`config.mk`:
```
export PLATFORM = sky130hd
export DESIGN_NAME = priv_stack_fetch
export DESIGN_NICKNAME = d
export VERILOG_FILES = /design/src/rtl/priv_stack_pkg.sv /design/src/rtl/psf_offset_calc.sv /design/src/rtl/psf_ctrl.sv /design/src/rtl/priv_stack_fetch.sv
export SDC_FILE = /design/constraint.sdc
export NUM_CORES = 1
export LEC_CHECK = 0
export BUFFER_PORTS_ARGS = -buffer_cell sky130_fd_sc_hd__buf_2
export CORE_MARGIN = 1
export CORE_UTILIZATION = 49
export DETAILED_ROUTE_END_ITERATION = 7
export GPL_ROUTABILITY_DRIVEN = 0
export PLACE_DENSITY = 0.73
export SLEW_MARGIN = 25
export SYNTH_ARGS = -nofsm -noshare
export SYNTH_HDL_FRONTEND = slang
export SYNTH_SLANG_ARGS = --single-unit
```
`constraint.sdc`:
```
create_clock -name clk_i -period 7.34 [get_ports clk_i]
set_clock_uncertainty 0.05 [all_clocks]
set_input_delay 1.101 -clock clk_i [delete_from_list [all_inputs] [get_ports clk_i]]
set_output_delay 1.101 -clock clk_i [all_outputs]
set_load 0.05 [all_outputs]
```
`src/rtl/priv_stack_pkg.sv`:
```
package priv_stack_pkg;
  typedef enum logic [1:0] {FMT_BAD, FMT_16, FMT_32} tss_fmt_e;
  typedef enum logic [1:0] {ST_IDLE, ST_CHECK, ST_RD_SP, ST_RD_SS} fetch_st_e;
  localparam logic [3:0] TYPE_16_AVAIL = 4'd1;
  localparam logic [3:0] TYPE_16_BUSY  = 4'd3;
  localparam logic [3:0] TYPE_32_AVAIL = 4'd9;
  localparam logic [3:0] TYPE_32_BUSY  = 4'd11;
endpackage

```
`src/rtl/psf_offset_calc.sv`:
```
module psf_offset_calc
  import priv_stack_pkg::*;
#(
  parameter int AW = 32,
  parameter int TW = 4
) (
  input  logic [1:0]    pl_i,
  input  logic [AW-1:0] base_i,
  input  logic [AW-1:0] limit_i,
  input  logic [TW-1:0] type_i,
  input  logic          valid_i,
  output tss_fmt_e      fmt_o,
  output logic          lim_fault_o,
  output logic [AW-1:0] sp_addr_o,
  output logic [AW-1:0] ss_addr_o
);
  logic [AW-1:0] off32, off16, off, last_byte, ss_step;

  always_comb begin
    if (!valid_i) fmt_o = FMT_BAD;
    else begin
      case (type_i)
        TW'(TYPE_32_AVAIL), TW'(TYPE_32_BUSY): fmt_o = FMT_32;
        TW'(TYPE_16_AVAIL), TW'(TYPE_16_BUSY): fmt_o = FMT_16;
        default:                               fmt_o = FMT_BAD;
      endcase
    end
  end

  assign off32 = {{(AW-5){1'b0}}, pl_i, 3'b100};
  assign off16 = {{(AW-4){1'b0}}, pl_i, 2'b10};

  always_comb begin
    if (fmt_o == FMT_32) begin
      off       = off32;
      last_byte = off32 + AW'(7);
      ss_step   = AW'(4);
    end else begin
      off       = off16;
      last_byte = off16 + AW'(3);
      ss_step   = AW'(2);
    end
  end

  assign lim_fault_o = last_byte > limit_i;
  assign sp_addr_o   = base_i + off;
  assign ss_addr_o   = base_i + off + ss_step;
endmodule

```
`src/rtl/psf_ctrl.sv`:
```
module psf_ctrl
  import priv_stack_pkg::*;
#(
  parameter int AW = 32,
  parameter int SW = 16,
  parameter int TW = 4,
  parameter int DW = 32
) (
  input  logic          clk_i,
  input  logic          rst_ni,
  input  logic          req_i,
  input  logic [1:0]    pl_i,
  input  logic [SW-1:0] sel_i,
  input  logic [AW-1:0] base_i,
  input  logic [AW-1:0] limit_i,
  input  logic [TW-1:0] type_i,
  input  logic          valid_i,
  // snapshot towards the offset calculator
  output logic [1:0]    pl_q_o,
  output logic [AW-1:0] base_q_o,
  output logic [AW-1:0] limit_q_o,
  output logic [TW-1:0] type_q_o,
  output logic          valid_q_o,
  input  tss_fmt_e      fmt_i,
  input  logic          lim_fault_i,
  input  logic [AW-1:0] sp_addr_i,
  input  logic [AW-1:0] ss_addr_i,
  output logic          mem_req_o,
  output logic [AW-1:0] mem_addr_o,
  output logic          mem_wide_o,
  input  logic          mem_ack_i,
  input  logic [DW-1:0] mem_rdata_i,
  output logic          done_o,
  output logic          fault_o,
  output logic          fatal_o,
  output logic [SW-1:0] err_code_o,
  output logic [SW-1:0] ss_o,
  output logic [DW-1:0] sp_o
);
  localparam logic [SW-1:0] ERR_MASK = ~SW'(3);

  fetch_st_e     st_q;
  logic [SW-1:0] sel_q;

  assign mem_req_o  = (st_q == ST_RD_SP) || (st_q == ST_RD_SS);
  assign mem_addr_o = (st_q == ST_RD_SS) ? ss_addr_i : sp_addr_i;
  assign mem_wide_o = (st_q == ST_RD_SP) && (fmt_i == FMT_32);

  always_ff @(posedge clk_i or negedge rst_ni) begin
    if (!rst_ni) begin
      st_q       <= ST_IDLE;
      sel_q      <= '0;
      pl_q_o     <= '0;
      base_q_o   <= '0;
      limit_q_o  <= '0;
      type_q_o   <= '0;
      valid_q_o  <= 1'b0;
      done_o     <= 1'b0;
      fault_o    <= 1'b0;
      fatal_o    <= 1'b0;
      err_code_o <= '0;
      ss_o       <= '0;
      sp_o       <= '0;
    end else begin
      done_o <= 1'b0;
      unique case (st_q)
        ST_IDLE: if (req_i) begin
          sel_q     <= sel_i;
          pl_q_o    <= pl_i;
          base_q_o  <= base_i;
          limit_q_o <= limit_i;
          type_q_o  <= type_i;
          valid_q_o <= valid_i;
          st_q      <= ST_CHECK;
        end
        ST_CHECK: begin
          if (fmt_i == FMT_BAD) begin
            fatal_o    <= 1'b1;
            fault_o    <= 1'b0;
            err_code_o <= '0;
            done_o     <= 1'b1;
            st_q       <= ST_IDLE;
          end else if (lim_fault_i) begin
            fault_o    <= 1'b1;
            fatal_o    <= 1'b0;
            err_code_o <= sel_q & ERR_MASK;
            done_o     <= 1'b1;
            st_q       <= ST_IDLE;
          end else begin
            st_q <= ST_RD_SP;
          end
        end
        ST_RD_SP: if (mem_ack_i) begin
          sp_o <= (fmt_i == FMT_32) ? mem_rdata_i : {{(DW-16){1'b0}}, mem_rdata_i[15:0]};
          st_q <= ST_RD_SS;
        end
        ST_RD_SS: if (mem_ack_i) begin
          ss_o       <= mem_rdata_i[SW-1:0];
          fault_o    <= 1'b0;
          fatal_o    <= 1'b0;
          err_code_o <= '0;
          done_o     <= 1'b1;
          st_q       <= ST_IDLE;
        end
        default: st_q <= ST_IDLE;
      endcase
    end
  end
endmodule

```
`src/rtl/priv_stack_fetch.sv`:
```
module priv_stack_fetch
  import priv_stack_pkg::*;
#(
  parameter int AW = 32,
  parameter int SW = 16,
  parameter int TW = 4,
  parameter int DW = 32
) (
  input  logic          clk_i,
  input  logic          rst_ni,
  input  logic          req_i,
  input  logic [1:0]    pl_i,
  input  logic [SW-1:0] tr_sel_i,
  input  logic [AW-1:0] tr_base_i,
  input  logic [AW-1:0] tr_limit_i,
  input  logic [TW-1:0] tr_type_i,
  input  logic          tr_valid_i,
  output logic          mem_req_o,
  output logic [AW-1:0] mem_addr_o,
  output logic          mem_wide_o,
  input  logic          mem_ack_i,
  input  logic [DW-1:0] mem_rdata_i,
  output logic          done_o,
  output logic          fault_o,
  output logic          fatal_o,
  output logic [SW-1:0] err_code_o,
  output logic [SW-1:0] ss_o,
  output logic [DW-1:0] sp_o
);
  logic [1:0]    pl_q;
  logic [AW-1:0] base_q, limit_q, sp_addr, ss_addr;
  logic [TW-1:0] type_q;
  logic          valid_q, lim_fault;
  tss_fmt_e      fmt;

  psf_offset_calc #(.AW(AW), .TW(TW)) i_calc (
    .pl_i       (pl_q),
    .base_i     (base_q),
    .limit_i    (limit_q),
    .type_i     (type_q),
    .valid_i    (valid_q),
    .fmt_o      (fmt),
    .lim_fault_o(lim_fault),
    .sp_addr_o  (sp_addr),
    .ss_addr_o  (ss_addr)
  );

  psf_ctrl #(.AW(AW), .SW(SW), .TW(TW), .DW(DW)) i_ctrl (
    .clk_i      (clk_i),
    .rst_ni     (rst_ni),
    .req_i      (req_i),
    .pl_i       (pl_i),
    .sel_i      (tr_sel_i),
    .base_i     (tr_base_i),
    .limit_i    (tr_limit_i),
    .type_i     (tr_type_i),
    .valid_i    (tr_valid_i),
    .pl_q_o     (pl_q),
    .base_q_o   (base_q),
    .limit_q_o  (limit_q),
    .type_q_o   (type_q),
    .valid_q_o  (valid_q),
    .fmt_i      (fmt),
    .lim_fault_i(lim_fault),
    .sp_addr_i  (sp_addr),
    .ss_addr_i  (ss_addr),
    .mem_req_o  (mem_req_o),
    .mem_addr_o (mem_addr_o),
    .mem_wide_o (mem_wide_o),
    .mem_ack_i  (mem_ack_i),
    .mem_rdata_i(mem_rdata_i),
    .done_o     (done_o),
    .fault_o    (fault_o),
    .fatal_o    (fatal_o),
    .err_code_o (err_code_o),
    .ss_o       (ss_o),
    .sp_o       (sp_o)
  );
endmodule

```
# Yosys cells after proc, flatten, opt, wreduce, memory -nomap -nowiden
# Cells that the tools add are included.
# W data, S select, Z words.
# totals
reg_bits,156
in_bits,123
output_inout_bits,101
elab_cells,70
# op_classes
addsub,4
order_cmp,1
n_eq_ne,12
n_mux,28
n_reduce_logical,12
# ops
op,count
$mux W32,3
$mux W16,3
$add A32 B3 Y32,1
$add A32 B5 Y32,1
$gt A32 B32 Y1,1
$pmux W16 S2,1
$mux W2,6
$eq A4 B4 Y1 const B,2
$mux W1,8
$pmux W2 S4,1
$add A5 B3 Y6 const B,1
$eq A2 B2 Y1 const B,3
$ne A2 B2 Y1 const B,3
$pmux W1 S2,3
$reduce_and A2 Y1,3
$reduce_and A3 Y1,2
$add A4 B2 Y5 const B,1
$mux W5,1
$eq A4 B1 Y1 const B,1
$eq A4 B2 Y1 const B,1
$logic_not A2 Y1,2
$pmux W2 S2,1
$reduce_or A2 Y1,2
$mux W3,1
other kinds (5),5

# Logic depth before layout (Yosys ltp)
# Gate-level depths: netlist of run 1.
# depth
word_depth,10
mapped_depth,16
ltp_nobuf,14

# Hierarchy
# A second synthesis of run 1 with hierarchy kept.
# unflattened
cells_unflattened,669
hier_area_um2,8220.4
# by_module_without_submodules
module,n_inst,cells_per_inst,area_each_um2,seq_area_each_um2
psf_ctrl,1,374,6098.3,3803.6
psf_offset_calc,1,295,2122.0,0.0

# Worst setup path before layout of run 1
# No wires, ideal clock.
# synth_path
path_kind,reg-to-output
from,register i_ctrl.type_q_o[0]
to,output mem_addr_o[19]
t_arrival_ns,4.266
required_ns,6.189
path_slack_ns,1.923
stages_incl_launch_ff,15
cell_sequence,dfrtp_1 -> and3b_1 -> and2_0 -> inv_1 -> ha_1 -> inv_1 -> fa_1 -> nand2b_1 -> a21oi_4 -> mux2i_1 -> or3_1 -> buf_6 -> or3_4 -> o41ai_2 -> xor2_1
# synth_via
elab_chain_len,9
# synth_rtl
item,line,rtl
"start, declared",psf_ctrl.sv:22,"output logic [TW-1:0] type_q_o,"
"start signal, assigned",psf_ctrl.sv:72,type_q_o <= type_i;
"$eq A4 B1 Y1, or another cell as far along",psf_offset_calc.sv:22,case (type_i)
$reduce_or A2 Y1,psf_offset_calc.sv:22,
$pmux W2 S2 *,psf_offset_calc.sv:22,
$mux W2 *,psf_offset_calc.sv:20,if (!valid_i) fmt_o = FMT_BAD;
$eq A2 B2 Y1 *,psf_offset_calc.sv:34,if (fmt_o == FMT_32) begin
$mux W5,psf_offset_calc.sv:34,
$add A32 B5 Y32,"psf_offset_calc.sv:46, psf_offset_calc.sv:47",
$add A32 B3 Y32,psf_offset_calc.sv:47,assign ss_addr_o = base_i + off + ss_step;
$mux W32 *,psf_ctrl.sv:46,assign mem_addr_o = (st_q == ST_RD_SS) ? ss_addr_i : sp_addr_i;
"end, declared",priv_stack_fetch.sv:19,"output logic [AW-1:0] mem_addr_o,"
# Every way passes the cells marked *; elsewhere a longest branch is shown, timed or not.

# Worst setup path in the final report of run 1
# layout_path
from,register i_ctrl.type_q_o[2]
to,output mem_addr_o[25]
# The elaborated chain is that of the path after synthesis.

==> results of run 1 <==
[worst min-delay path, stage by stage, from the launching register on]
cell and delay [ns]:
dfrtp_1 0.34, nand2_1 0.05, o21ai_0 0.06
[sequential cells by signal (all words and copies together) (netlist names), 2 cells and up, named ones only]
name and flops:
i_ctrl.err_code_o 14, i_ctrl.ss_o 16, i_ctrl.type_q_o 3, i_ctrl.base_q_o 32, i_ctrl.pl_q_o 2, i_ctrl.sp_o 32
i_ctrl.sel_q 14, i_ctrl.limit_q_o 32
[logic make-up (layout without fill, tap and decap cells)]
logic type / after synthesis / after routing / share of synthesized area, %
AOI/OAI and AO/OA: 119 / 119 / 11.3
xor gates and xnor gates: 43 / 43 / 4.77
adders and majority gates: 15 / 15 / 2.53
buffers and inverters: 68 / 276 / 3.71
DFF: 151 / 151 / 47.8
muxes: 108 / 108 / 15.3
other: 1 / 5 / 0.0475
and+or+nand+nor: 217 / 217 / 14.4
[power groups by stage]
stage	Clock, uW	Sequential [uW]	Combinational [uW]
floorplan	0	1790	1840
global placement	0	1480	2690
detailed placement	0	1490	2730
CTS	919	1480	2750
global route	954	1540	2920
finish	900	1480	2730
[per-layer routing]
metal | part of all wire, % | up-vias
met5 | 0 | -
met3 | 8.4 | 31
li1 | - | 3010
met1 | 42 | 3013
met4 | 1.9 | 0
met2 | 47 | 233
[final cells by class]
type                    count  area [um2]  share of cell area, %
multi-input cells         504        3840                   39.4
flip-flops and latches    151        3780                   38.8
repair buffers            225        1150                   11.8
clock buffers              18         429                   4.41
well taps                 216         270                   2.78
clock inverters            14         185                   1.90
inverters                  19        71.3                  0.733
diodes                      3        7.51                 0.0772
[cell usage in the layout (no fill, tap or decap), types with 9 or more instances in the layout]
cell type  instances
nand4_1           21
nor2_1            20
xor2_1            12
buf_2            217
inv_1             19
clkbuf_16         17
nand3_1           15
o21a_1             9
mux2_2           104
nor3_1            11
ha_1              12
o21ai_0           35
nand2_1           83
xnor2_1           31
nor4_1            10
a32o_1            15
dfrtp_1          151
[Yosys cell counts, types with 8 or more instances]
master / n
o21a_1: 9
nor3_1: 11
ha_1: 12
and2_1: 8
nand3_1: 15
buf_2: 11
mux2_2: 104
inv_1: 19
nand2_1: 83
o21ai_0: 35
clkbuf_1: 30
nand4_1: 21
xnor2_1: 31
dfrtp_1: 151
nor4_1: 10
a32o_1: 15
xor2_1: 12
nor2_1: 20
[worst paths after layout]
path                                    start                    end  slack, ns  cells after the start
max reg2reg                i_ctrl.type_q_o[2]  i_ctrl.err_code_o[15]       3.33                     14
max in group asynchronous              rst_ni     i_ctrl.base_q_o[2]       5.20                      2
min in group asynchronous              rst_ni    i_ctrl.base_q_o[13]       0.68                      1
min reg2reg                   i_ctrl.sp_o[26]        i_ctrl.sp_o[26]       0.43                      2
min                           i_ctrl.sp_o[26]        i_ctrl.sp_o[26]       0.43                      2
max                        i_ctrl.type_q_o[2]         mem_addr_o[25]       0.91                     15
[metrics by stage]
stage | hold slack [ns] | instances
finish | 0.426 | 1150
global route | 0.459 | 1147
CTS | 0.431 | 1147
detailed placement | 0.415 | 1115
global placement | 0.408 | 1115
floorplan | 0.412 | 723
==> reports/results.tsv, run 1 <==
stage	metric	value	unit
clock_tree	CTS sink cnt	151	
grt	M2 GR Usage	37.3	%
finish	area grow syn2layout	23.2	%
timing	Period minus WS final	6.43	ns
floorplan	die extent in y	129	um
detailed_routing	vias per inst	5.47	
grt	largest net degree at the start of global routing	83	
placed_design	DP Area	9110	um2
timing	final hold violations	0	
grt	vias in the first global route	6025	
setup_path	CP max FO	22	
detailed_routing	drt drc	0	
detailed_routing	Vias	6287	
setup_path	CP startpoint kind	flop	
power	P_int	2620	uW
timing	Slew @ Worst Pin	0.971	ns
clock_tree	hold buffers post-CTS	0	
synthesis	post-synth cell types	72	
worst_hold_path	HP Class	reg2reg	
floorplan	Initial Util	49.9	%
finish	Final Util	61.5	%
finish	fillcell total	1342	
placed_design	PortBufs	218	
job	Max Cap Violations	0	
setup_path	WS Path Type	reg2out	
synthesis	area share of the largest cell type after synthesis	47.8	%
synthesis	Most used DFF post-synth	dfrtp_1	
synthesis	Post-synth ARST share	100	%
clock_tree	clk slew on worst S/H paths	0.07	ns
placed_design	Final HPWL DP	13500	um
clock_tree	postcts setup bufs	0	
setup_path	CP Cell Sequence	and3b_1, and2_0, buf_4, inv_1, ha_1, inv_1, fa_1, and2b_1, o21ai_1, o311ai_0, a221oi_1, and2_1, a41oi_1, a21oi_1, buf_2	
power	logic gate share of total power	53.4	%
clock_tree	CTS root buf	clkbuf_16	
grt	met3 usage in global routing	9.15	%
finish	fin area	9730	um2
floorplan	# IOs	224	
clock_tree	TritonCTS clock tree	built	
setup_path	Worst path top cell family by delay	compound AO/OA/AOI/OAI gates	
power	Sequential Power Share	29.0	%
finish	layout cells sized above 1	40.5	%
floorplan	FP Rows	46	
power	switching part of the total	48.8	%
setup_path	WP data arrival	5.28	ns
grt	GRT Overall Usage	23.3	%
grt	global-route wire length before repair	30000	um
synthesis	Synth area leaders	dfrtp_1 48%, mux2_2 15%, nand2_1 3.9%	
timing	RSZ-0062 raised after global routing	no	
timing	worst setup margin	0.909	ns
setup_path	CP most frequent cell	inv_1	
power	clock share of power	17.6	%
clock_tree	clock latency on the worst-skew pair	0.42	ns
timing	Fmax	0.155	GHz
detailed_routing	drt first-iter violations	394	
synthesis	sequential area share after synthesis	47.8	%
synthesis	Syn Inst Count	722	
synthesis	Synth area leader	dfrtp_1	
floorplan	die area	16600	um2
clock_tree	H-tree Lvls	4	
detailed_routing	WL/cell	16.5	um
synthesis	synth warn	0	
grt	GRT overflow	0	
floorplan	Core ar.	15800	um2
timing	Max-slew headroom	34.8	%
timing	Setup TNS Final	0	ns
timing	Final Cycle Share	87.6	%
grt	grt peak-use layer	met2	
placed_design	pre-CTS setup slack	1.40	ns
clock_tree	Clock Tree Buf Depth	2	
floorplan	Die Width	129	um
power	NetSw	2490	uW
setup_path	Worst path max stage delay	0.78	ns
synthesis	syn_area_per_cell	10.9	um2
synthesis	#FFs+latches synth	151	
grt	initial antenna violation count	2	
clock_tree	post-CTS sizing	0	
setup_path	CP endpoint kind	output pin	
clock_tree	Num CTS Buffers	17	
detailed_routing	Post-DRT Antenna Nets	0	
synthesis	synthesized cell area	7900	um2
run_status	status	complete, no violations	
power	Peak VDD IR	0.332	mV
setup_path	Worst Path Required	6.19	ns
detailed_routing	first-pass iteration count of the detailed router	5	
power	power per standard cell area	525	nW/um2
synthesis	Post-synth EDFFs	0	
finish	Nets	1055	
setup_path	slowest stage cell, crit path	o21ai_1	
power	Overall Power	5110	uW
setup_path	CP bufs+invs	4	
power	leakage	0.00441	uW
timing	Slew Limit Fails	0	
grt	routing usage on met1	28.8	%
detailed_routing	final wirelength	19000	um
timing	Final Setup Violations	0	
Note: power is estimated with default switching activity, not from simulation.
==> inputs of run 2 (changes only) <==
--- a/config.mk
+++ b/config.mk
@@ -6,7 +6,7 @@
 export NUM_CORES = 1
 export LEC_CHECK = 0
 export BUFFER_PORTS_ARGS = -buffer_cell sky130_fd_sc_hd__buf_2
-export CORE_MARGIN = 1
+export CORE_ASPECT_RATIO = 1.25
 export CORE_UTILIZATION = 49
 export DETAILED_ROUTE_END_ITERATION = 7
 export GPL_ROUTABILITY_DRIVEN = 0
==> run 2 against run 1 <==
- first-iteration DRC count up 3.8%
- die area is essentially flat
- register-to-register slack improved by 0.26 ns
- non-clock buffer count fell by 1
- clock power is 0.6% lower
- cell count decreased by 0.52%
- total power is essentially flat
- critical path type unchanged
==> reports/results.tsv, run 2 (synthesis gave the netlist of run 1 again) <==
stage	metric	value	unit
run_status	status	complete, no violations	
power	Peak VDD IR	0.385	mV
placed_design	Final HPWL DP	13500	um
setup_path	CP startpoint kind	flop	
setup_path	Worst Path Required	6.19	ns
grt	global-route wire length before repair	30100	um
setup_path	Worst path max stage delay	0.48	ns
detailed_routing	first-pass iteration count of the detailed router	5	
finish	area grow syn2layout	23.0	%
timing	Setup TNS Final	0	ns
setup_path	CP endpoint kind	output pin	
clock_tree	hold buffers post-CTS	0	
setup_path	CP Cell Sequence	and3b_1, and2_0, inv_1, ha_1, inv_1, fa_1, and2b_1, o21ai_1, nor3_1, o221ai_2, or3_4, o41ai_2, xor2_1, buf_2	
placed_design	post-placement cell count	1110	
grt	vias in the first global route	6069	
power	NetSw	2520	uW
setup_path	CP most frequent cell	inv_1	
power	Sequential Power Share	29.0	%
job	Max Cap Violations	0	
placed_design	PortBufs	218	
clock_tree	H-tree Lvls	4	
setup_path	CP max FO	13	
floorplan	# IOs	224	
timing	Final Setup Violations	0	
timing	Max-slew headroom	35.7	%
detailed_routing	final wirelength	18900	um
clock_tree	Clock Tree Buf Depth	2	
clock_tree	TritonCTS clock tree	built	
grt	grt peak-use layer	met2	
finish	Largest regs	i_ctrl.base_q_o (32), i_ctrl.limit_q_o (32), i_ctrl.sp_o (32)	
setup_path	WS Path Type	reg2out	
finish	fillcell total	1388	
floorplan	FP Rows	51	
finish	Final Non-Filler Cells	1144	
detailed_routing	vias per inst	5.48	
clock_tree	postcts setup bufs	0	
setup_path	slowest stage cell, crit path	or3_4	
floorplan	Initial Util	50.3	%
worst_hold_path	Hold Path Stages	2	
detailed_routing	Vias	6272	
timing	Slew Limit Fails	0	
floorplan	Core ar.	15700	um2
timing	Final Cycle Share	84.0	%
power	power per standard cell area	526	nW/um2
clock_tree	Num CTS Buffers	17	
grt	GRT overflow	0	
clock_tree	CTS sink cnt	151	
clock_tree	clock latency on the worst-skew pair	0.42	ns
timing	final hold violations	0	
clock_tree	post-CTS sizing	0	
finish	leading cell type in the layout, fill and taps excluded	buf_2	
grt	met3 usage in global routing	7.30	%
timing	Slew @ Worst Pin	0.964	ns
detailed_routing	WL/cell	16.6	um
detailed_routing	drt first-iter violations	409	
timing	Fmax	0.162	GHz
grt	initial antenna violation count	5	
grt	routing usage on met1	28.3	%
detailed_routing	Post-DRT Antenna Nets	0	
finish	Nets	1054	
setup_path	WP data arrival	5.02	ns
grt	GRT Overall Usage	23.7	%
grt	M2 GR Usage	40.2	%
floorplan	die area	16600	um2
floorplan	die extent in y	144	um
timing	RSZ-0062 raised after global routing	no	
detailed_routing	drt drc	0	
finish	layout cells sized above 1	40.5	%
power	leakage	0.00440	uW
power	clock share of power	17.5	%
power	switching part of the total	49.3	%
timing	Period minus WS final	6.17	ns
clock_tree	CTS root buf	clkbuf_16	
finish	most frequent cells in the layout	217 x buf_2, 151 x dfrtp_1, 104 x mux2_2, 83 x nand2_1, 35 x o21ai_0	
setup_path	worst r2r path cells	13	
worst_hold_path	HP Class	reg2reg	
grt	largest net degree at the start of global routing	101	
clock_tree	clk slew on worst S/H paths	0.07	ns
power	logic gate share of total power	53.5	%
floorplan	Die Width	116	um
power	P_int	2590	uW
[run 2: stage by stage]
stage | setup slack, ns | instance area, um2 | power, uW | utilization [%] | hold slack [ns]
finish | 1.17 | 9720 | 5110 | 61.9 | 0.429
floorplan | 1.92 | 7900 | 3630 | - | 0.412
detailed placement | 1.70 | 9090 | 4220 | 57.9 | 0.415
global route | 0.845 | 9720 | 5420 | 61.9 | 0.456
global placement | 1.76 | 9090 | 4170 | 57.9 | 0.409
CTS | 1.21 | 9700 | 5140 | 61.8 | 0.432
[run 2: worst max-delay path, delay by kind of cell, from the launching register on]
family | cells | cell delay, ns
and+or+nand+nor | 5 | 1.60
xor gates and xnor gates | 1 | 0.26
buffers and inverters | 3 | 0.61
DFF | 1 | 0.39
AOI/OAI and AO/OA | 3 | 0.95
adders and majority gates | 2 | 0.77
[run 2: cell type report]
class	count	area (um2)	area share (%)
multi-input cells	504	3840	39.6
flip-flops and latches	151	3780	38.9
repair buffers	224	1140	11.8
clock buffers	17	425	4.38
well taps	212	265	2.73
clock inverters	15	184	1.89
inverters	19	71.3	0.734
diodes	2	5.00	0.0515
[run 2: metal layers]
layer  up-vias  share of wire (%)
li1       3001                  -
met1      2999                 41
met2       238                 49
met3        32                7.8
met4         2                1.9
met5         -              0.053
[run 2: worst paths after layout]
path / start / to / slack (ns)
worst min register to register: i_ctrl.sp_o[16] / i_ctrl.sp_o[16] / 0.43
worst max-delay path: i_ctrl.type_q_o[0] / mem_addr_o[19] / 1.17
worst min-delay path: i_ctrl.sp_o[16] / i_ctrl.sp_o[16] / 0.43
worst max register to register: i_ctrl.type_q_o[2] / i_ctrl.err_code_o[2] / 3.59
min in group asynchronous: rst_ni / i_ctrl.err_code_o[12] / 0.69
max in group asynchronous: rst_ni / i_ctrl.base_q_o[11] / 5.27
[run 2: power groups by stage]
stage | combinational [uW] | clock (uW) | sequential, uW
after floorplan | 1840 | 0 | 1790
after global placement | 2690 | 0 | 1480
after detailed placement | 2730 | 0 | 1490
after CTS | 2740 | 914 | 1480
after global routing | 2930 | 949 | 1540
final | 2730 | 895 | 1480
